`src/rtl/spi_div_pkg.sv`:
```
// Package: shared defaults and the divider mode encoding for the SPI
// serial clock divider. The mode value matches the mode bit of the
// configuration word.
package spi_div_pkg;

    localparam int DEF_LIN_W = 8;
    localparam int DEF_EXP_W = 4;

    typedef enum logic {
        DIV_POW2   = 1'b0,
        DIV_LINEAR = 1'b1
    } div_mode_e;

endpackage

```
`src/rtl/sdiv_decode.sv`:
```
// sdiv_decode: turns a configuration word into a half-period reload
// value (half-period length minus one).
// Assumes: the word is laid out as {mode, pow2 field, linear field}, and
// CNT_W >= max(LIN_W, 2**EXP_W - 1), so every length fits.
module sdiv_decode #(
    parameter int LIN_W = spi_div_pkg::DEF_LIN_W,
    parameter int EXP_W = spi_div_pkg::DEF_EXP_W,
    parameter int CNT_W = 15,
    localparam int REG_W = LIN_W + EXP_W + 1
) (
    input  logic [REG_W-1:0] cfg,
    output logic [CNT_W-1:0] reload
);
    import spi_div_pkg::*;

    logic [LIN_W-1:0] lin_field;
    logic [EXP_W-1:0] pow_field;
    div_mode_e        mode;

    // Split the word into its fields and pick the formula for the mode.
    always_comb begin
        lin_field = cfg[LIN_W-1:0];
        pow_field = cfg[LIN_W+EXP_W-1:LIN_W];
        mode      = div_mode_e'(cfg[REG_W-1]);
        if (mode == DIV_LINEAR) begin
            reload = CNT_W'(lin_field);
        end else begin
            // 2^field - 1 as a mask of field low ones
            reload = ~({CNT_W{1'b1}} << pow_field);
        end
    end

endmodule

```
`src/rtl/sdiv_cfg_reg.sv`:
```
// sdiv_cfg_reg: holds the configuration word. It provides the reload value
// for the stored word and for the word being written, so that a write can
// restart the counter with the new length in the same edge.
// Assumes: cfg_wr is a single-cycle or level strobe in the module clock domain.
module sdiv_cfg_reg #(
    parameter int LIN_W = spi_div_pkg::DEF_LIN_W,
    parameter int EXP_W = spi_div_pkg::DEF_EXP_W,
    parameter int CNT_W = 15,
    localparam int REG_W = LIN_W + EXP_W + 1
) (
    input  logic             clk,
    input  logic             rst_n,
    input  logic             cfg_wr,
    input  logic [REG_W-1:0] cfg_wdata,
    output logic [CNT_W-1:0] reload_cur,
    output logic [CNT_W-1:0] reload_new
);
    logic [REG_W-1:0] cfg_q;
    logic [REG_W-1:0] dec_in  [2];
    logic [CNT_W-1:0] dec_out [2];

    // Store the configuration word on a write; clear it on reset.
    always_ff @(posedge clk) begin
        if (!rst_n) begin
            cfg_q <= '0;
        end else if (cfg_wr) begin
            cfg_q <= cfg_wdata;
        end
    end

    assign dec_in[0] = cfg_q;
    assign dec_in[1] = cfg_wdata;

    // Two identical decoders: one for the stored word, one for the incoming word.
    for (genvar g = 0; g < 2; g++) begin : g_dec
        sdiv_decode #(
            .LIN_W(LIN_W),
            .EXP_W(EXP_W),
            .CNT_W(CNT_W)
        ) dec_i (
            .cfg   (dec_in[g]),
            .reload(dec_out[g])
        );
    end

    assign reload_cur = dec_out[0];
    assign reload_new = dec_out[1];

endmodule

```
`src/rtl/sdiv_halfcnt.sv`:
```
// sdiv_halfcnt: down-counter that measures one half-period. It is held at
// the reload value while idle, restarts on a configuration write, and
// raises tick in the cycle it reaches zero while a transfer is active.
// Assumes: reload_new is valid whenever cfg_wr is high.
module sdiv_halfcnt #(
    parameter int CNT_W = 15
) (
    input  logic             clk,
    input  logic             rst_n,
    input  logic             active,
    input  logic             cfg_wr,
    input  logic [CNT_W-1:0] reload_cur,
    input  logic [CNT_W-1:0] reload_new,
    output logic             tick
);
    logic [CNT_W-1:0] cnt_q;
    logic             at_zero;

    assign at_zero = (cnt_q == '0);
    // A write takes priority over an expiring count.
    assign tick    = active && !cfg_wr && at_zero;

    // Count down while active; reload on write, while idle, or after expiry.
    always_ff @(posedge clk) begin
        if (!rst_n) begin
            cnt_q <= '0;
        end else if (cfg_wr) begin
            cnt_q <= reload_new;
        end else if (!active || at_zero) begin
            cnt_q <= reload_cur;
        end else begin
            cnt_q <= cnt_q - 1'b1;
        end
    end

endmodule

```
`src/rtl/sdiv_edge_gen.sv`:
```
// sdiv_edge_gen: registers the half-period pulse, toggles the serial clock
// level on each pulse, and marks the pulses that leave the idle level.
// Assumes: cpol is constant during a transfer.
module sdiv_edge_gen (
    input  logic clk,
    input  logic rst_n,
    input  logic active,
    input  logic cpol,
    input  logic tick,
    output logic half_tick,
    output logic lead_tick,
    output logic sclk
);
    // Serial clock level: idle polarity when inactive, toggled on each pulse.
    always_ff @(posedge clk) begin
        if (!rst_n) begin
            sclk <= 1'b0;
        end else if (!active) begin
            sclk <= cpol;
        end else if (tick) begin
            sclk <= ~sclk;
        end
    end

    // Registered edge pulses, aligned with the new serial clock level.
    always_ff @(posedge clk) begin
        if (!rst_n) begin
            half_tick <= 1'b0;
            lead_tick <= 1'b0;
        end else begin
            half_tick <= tick;
            lead_tick <= tick && (sclk == cpol);
        end
    end

endmodule

```
`src/rtl/spi_sclk_divgen.sv`:
```
// spi_sclk_divgen: SPI serial clock divider with a linear mode and a
// power-of-two mode, selected by the mode bit of a configuration word.
// Produces a half-period pulse, a leading-edge pulse and the clock level.
// Assumes: a single clock domain, synchronous active-low reset, and cpol
// held steady while xfer_active is high.
module spi_sclk_divgen #(
    parameter int LIN_W = spi_div_pkg::DEF_LIN_W,
    parameter int EXP_W = spi_div_pkg::DEF_EXP_W,
    localparam int REG_W = LIN_W + EXP_W + 1,
    localparam int POW_MAX = (1 << EXP_W) - 1,
    localparam int CNT_W = (LIN_W > POW_MAX) ? LIN_W : POW_MAX
) (
    input  logic             clk,
    input  logic             rst_n,
    input  logic             cfg_wr,
    input  logic [REG_W-1:0] cfg_wdata,
    input  logic             xfer_active,
    input  logic             cpol,
    output logic             half_tick,
    output logic             lead_tick,
    output logic             sclk
);
    logic [CNT_W-1:0] reload_cur;
    logic [CNT_W-1:0] reload_new;
    logic             tick;

    sdiv_cfg_reg #(
        .LIN_W(LIN_W),
        .EXP_W(EXP_W),
        .CNT_W(CNT_W)
    ) cfg_i (
        .clk       (clk),
        .rst_n     (rst_n),
        .cfg_wr    (cfg_wr),
        .cfg_wdata (cfg_wdata),
        .reload_cur(reload_cur),
        .reload_new(reload_new)
    );

    sdiv_halfcnt #(
        .CNT_W(CNT_W)
    ) cnt_i (
        .clk       (clk),
        .rst_n     (rst_n),
        .active    (xfer_active),
        .cfg_wr    (cfg_wr),
        .reload_cur(reload_cur),
        .reload_new(reload_new),
        .tick      (tick)
    );

    sdiv_edge_gen edge_i (
        .clk      (clk),
        .rst_n    (rst_n),
        .active   (xfer_active),
        .cpol     (cpol),
        .tick     (tick),
        .half_tick(half_tick),
        .lead_tick(lead_tick),
        .sclk     (sclk)
    );

endmodule

```
`config.mk`:
```
export PLATFORM = sky130hd
export DESIGN_NAME = spi_sclk_divgen
export DESIGN_NICKNAME = d
export VERILOG_FILES = /design/src/rtl/spi_div_pkg.sv /design/src/rtl/sdiv_decode.sv /design/src/rtl/sdiv_cfg_reg.sv /design/src/rtl/sdiv_halfcnt.sv /design/src/rtl/sdiv_edge_gen.sv /design/src/rtl/spi_sclk_divgen.sv
export SDC_FILE = /design/constraint.sdc
export NUM_CORES = 1
export LEC_CHECK = 0
export BUFFER_PORTS_ARGS = -buffer_cell sky130_fd_sc_hd__buf_2
export CAP_MARGIN = 20
export CORE_ASPECT_RATIO = 1.1
export CORE_MARGIN = 5
export CORE_UTILIZATION = 40
export CTS_CLUSTER_SIZE = 25
export DETAILED_ROUTE_END_ITERATION = 8
export HOLD_SLACK_MARGIN = 0.05
export PLACE_DENSITY = 0.54
export RECOVER_POWER = 100
export SYNTH_ARGS = -nofsm -noshare
export SYNTH_HDL_FRONTEND = slang
export SYNTH_SLANG_ARGS = --single-unit
export TNS_END_PERCENT = 50
```
`constraint.sdc`:
```
create_clock -name clk -period 4.4 [get_ports clk]
set_input_delay 0.66 -clock clk [delete_from_list [all_inputs] [get_ports clk]]
set_output_delay 0.66 -clock clk [all_outputs]
set_load 0.02 [all_outputs]
```
==> impl_summary.md <==
Outcome
The run finished with clean final reports.

Synthesis
In the post-synthesis netlist, the cell with the most instances is sky130_fd_sc_hd__dfxtp_1. By count the netlist is led by 31 x sky130_fd_sc_hd__dfxtp_1, 28 x sky130_fd_sc_hd__nor2_1, 19 x sky130_fd_sc_hd__mux2i_1. The netlist area before placement is 0.00188 mm².

For this run, the register share of the synthesized area comes to 0.331. A synthesized cell averages 8.38 µm². Sorting the synthesized cells by area gives the leading types as sky130_fd_sc_hd__dfxtp_1 33%, sky130_fd_sc_hd__mux2i_1 10%, sky130_fd_sc_hd__nor2_1 5.6%, sky130_fd_sc_hd__xnor2_1 4.7%, sky130_fd_sc_hd__a21oi_1 4.3%. Counting every net in the synthesized netlist gives 244.

Of all cell types, the one taking the most synthesized area is sky130_fd_sc_hd__dfxtp_1. After synthesis, the share of flip-flops with an asynchronous set or reset is 0. The number of synthesized flops with an enable pin is 0. The portion of synthesized cell area occupied by the leading cell type is 0.331. Synthesis produced 224 cells.

Counting distinct cell types in the post-synthesis netlist gives 50. The most used flip-flop cell after synthesis is sky130_fd_sc_hd__dfxtp_1. The synthesis-stage register bit count is 31. The number of synthesis warnings is 0.

Die
The effective utilization at floorplan is 0.409. The core region is 0.00459 mm². The floorplan has 26 rows. The die area is 0.00616 mm².

The die height is 81.8 µm. For this design the top-level I/O count stands at 21. The floorplan die width is 75.3 µm.

Detailed routing
In the routed layout, each cell is associated on average with a via count of 5.48. The DRC violation count after routing is 0. In this run, the number of DRC markers left after iteration 0 of detailed routing was 70. The number of detailed-routing iterations run before antenna repair is 4. For this block, the routed nets add up to 4.70 mm of wire. Summing over every cut layer, the via total after detailed routing is 1596. The routed wirelength normalized by instance count is 16.2 µm.

The number of routed nets with antenna violations is 0.

Clocking
The root buffer cell is sky130_fd_sc_hd__clkbuf_8. The maximum count of clock buffers along a single path is 2. The clock-pin slew of the registers on the worst-case setup and hold paths is 0.06 ns.

After clock tree synthesis, the repair step resized 0 gates. The number of clock sinks is 31. The TritonCTS buffer count is 5.

The clock tree synthesis step divided the H-tree into 2 levels. The TritonCTS clock tree is built. Buffers added to address setup during post-CTS repair amount to 0. The number of hold buffers added after CTS is 0. Clock latency on the worst-skew pair, taken at its later pin, is 0.28 ns.

Placement
Port buffering added 20 buffers. The placed wire-length estimate after detailed placement is 3.46 mm. The congestion estimate from routability-driven global placement came to 0.806.

In this run, placement finished with an instance count of 283.

Power
The share of total power dissipated in the clock network is 0.305. Internal power comes to 0.483 mW. The share of total power dissipated in combinational logic is 0.241. Across the VDD grid, the largest voltage drop is 0.171 mV. Summed over all cells, the static leakage comes to 0.828 nW. The net switching component of the power is 0.228 mW. The sum of internal, switching and leakage power is 0.711 mW. In this run the power density over the cells is 352 mW/mm². Of the total power, registers draw 0.454. Of the total power, the share spent switching nets is 0.321.

Critical path
Along the worst path, the maximum fanout reaches 14. Data arrives at the worst endpoint at 2.91 ns. The required time of the worst setup path is 4.57 ns. The path type of the worst setup path is flop to flop. The worst setup path is launched from a flop.

The element type at the critical path end is a flop.

Global routing
The initial antenna violation count is 0. The routing usage on met2 is 0.281. The met3 layer usage reported by global route is 0.0343. For this run, the total global-route usage over all layers was measured as 0.176. The first global-routing pass estimated 8.20 mm of wire.

Entering global routing, the biggest net connects 26 pins. The final global-route overflow total is 0. The highest-utilization routing layer at the global route stage is met2. The number of global-route vias before repair came to 1654. The met1 routing resource usage after global routing is 0.234.

Finish
Measured on the finished design, the core utilization comes to 0.440. Counting the fill cells in the layout gives 480. The growth of design area from synthesis to finish is 7.60%. In the final layout, the share of cells above drive strength 1 is 0.140. Excluding fillers, the count of instances in the completed layout stands at 291.

The number of nets in the layout is 254. 0 antenna diodes ended up in the layout.

Timing
The final count of pins violating max slew was 0. The worst path needs 2.74 ns of the cycle, external delays included. Dividing the final minimum period by the clock period gives 0.623. For the final database, setup skew stands at 0.00520 ns. The headroom to the max-slew limit is 0.0245. The hold violation total from the final report is 0.

Final hold analysis gives a worst-case slack of 0.497 ns. The slew at the pin closest to its max-slew limit is 1.45 ns. Setup violations remaining at the end of the flow were counted as 0.

Setup repair after global routing left no endpoint under its margin. Based on the critical path, the design can be clocked at up to 365 MHz. The final setup TNS is 0 ns.

Flow run
The tool flagged a number of max-cap violations equal to 0.

Worst hold path
The tightest min-delay check is of the flop to flop type.
## stage by stage
step | setup WS (ns) | instance area (µm²)
after floorplan | 2.72 | 1880
after global placement | 2.35 | 1960
after detailed placement | 2.36 | 1960
after CTS | 2.36 | 2040
after global routing | 1.43 | 2020
final | 1.66 | 2020
## cell usage in the layout, fill, tap and decap left out, types with 4 or more instances in the layout
cell type	Yosys	layout
sky130_fd_sc_hd__dfxtp_1	31	31
sky130_fd_sc_hd__xnor2_1	10	10
sky130_fd_sc_hd__nand2_1	16	16
sky130_fd_sc_hd__clkbuf_1	11	6
sky130_fd_sc_hd__buf_2	2	16
sky130_fd_sc_hd__xor2_1	5	5
sky130_fd_sc_hd__clkbuf_8	0	5
sky130_fd_sc_hd__nor4_1	4	5
sky130_fd_sc_hd__nand4_1	4	4
sky130_fd_sc_hd__o21ai_0	8	8
sky130_fd_sc_hd__nor2_1	28	28
sky130_fd_sc_hd__mux2i_1	19	19
sky130_fd_sc_hd__nand3_1	5	5
sky130_fd_sc_hd__a21oi_1	16	16
sky130_fd_sc_hd__o22ai_1	5	5
sky130_fd_sc_hd__inv_1	7	7
sky130_fd_sc_hd__nor3_1	4	4
sky130_fd_sc_hd__nand2b_1	4	4
## power groups by stage
stage	Sequential, mW	Clock [mW]	Combinational (mW)
finish	0.323	0.217	0.172
global route	0.326	0.236	0.191
CTS	0.325	0.225	0.174
detailed placement	0.331	0	0.172
global placement	0.331	0	0.174
floorplan	0.322	0	0.140
## layout make-up
cell class              count  area (µm²)  share of cell area
flip-flops and latches     31         621               0.307
inverters                   7        26.3              0.0130
multi-input cells         169        1130               0.558
repair buffers             20        95.1              0.0471
well taps                  56        70.1              0.0347
clock buffers               7        76.3              0.0378
clock inverters             1        5.00             0.00248
## kinds of logic (layout without fill, tap and decap cells)
family / after synthesis / in the layout / synth area share
AND/OR/NAND/NOR: 78 / 78 / 0.223
AO/OA/AOI/OAI: 55 / 55 / 0.200
flip-flops: 31 / 31 / 0.331
buffers and inverters: 24 / 35 / 0.0613
multiplexers: 19 / 19 / 0.101
XOR/XNOR: 15 / 15 / 0.0700
adder cells (fa/ha/maj): 2 / 2 / 0.0133
## state kept, by name, summed over array words and instances (netlist names)
signal and cells:
cfg_i.cfg_q 13, cnt_i.cnt_q 15, edge_i.half_tick 1, edge_i.lead_tick 1, edge_i.sclk 1
## per-layer routing
| metal | wire length, µm | share of wire |
|---|---|---|
| met1 | 2260 | 0.48 |
| met2 | 2210 | 0.47 |
| met3 | 160 | 0.034 |
| met4 | 70 | 0.015 |
| met5 | 0 | 0 |
## final timing paths
check                               from                     endpoint  slack [ns]  depth (start not counted)
max            cnt_i.cnt_q[3]$_SDFF_PN0_    cnt_i.cnt_q[3]$_SDFF_PN0_        1.66                          5
min          cfg_i.cfg_q[2]$_SDFFE_PN0P_  cfg_i.cfg_q[2]$_SDFFE_PN0P_        0.50                          2
max reg2reg    cnt_i.cnt_q[3]$_SDFF_PN0_    cnt_i.cnt_q[3]$_SDFF_PN0_        1.66                          5
min reg2reg  cfg_i.cfg_q[2]$_SDFFE_PN0P_  cfg_i.cfg_q[2]$_SDFFE_PN0P_        0.50                          2
## critical path, stage by stage (launching register included)
cell and delay [ns]:
sky130_fd_sc_hd__dfxtp_1 0.34, sky130_fd_sc_hd__nor4_1 1.21, sky130_fd_sc_hd__nand3b_4 0.22, sky130_fd_sc_hd__o21ai_4 0.43, sky130_fd_sc_hd__nor2_1 0.09, sky130_fd_sc_hd__o311a_1 0.34
(Power assumes the default switching activity.)
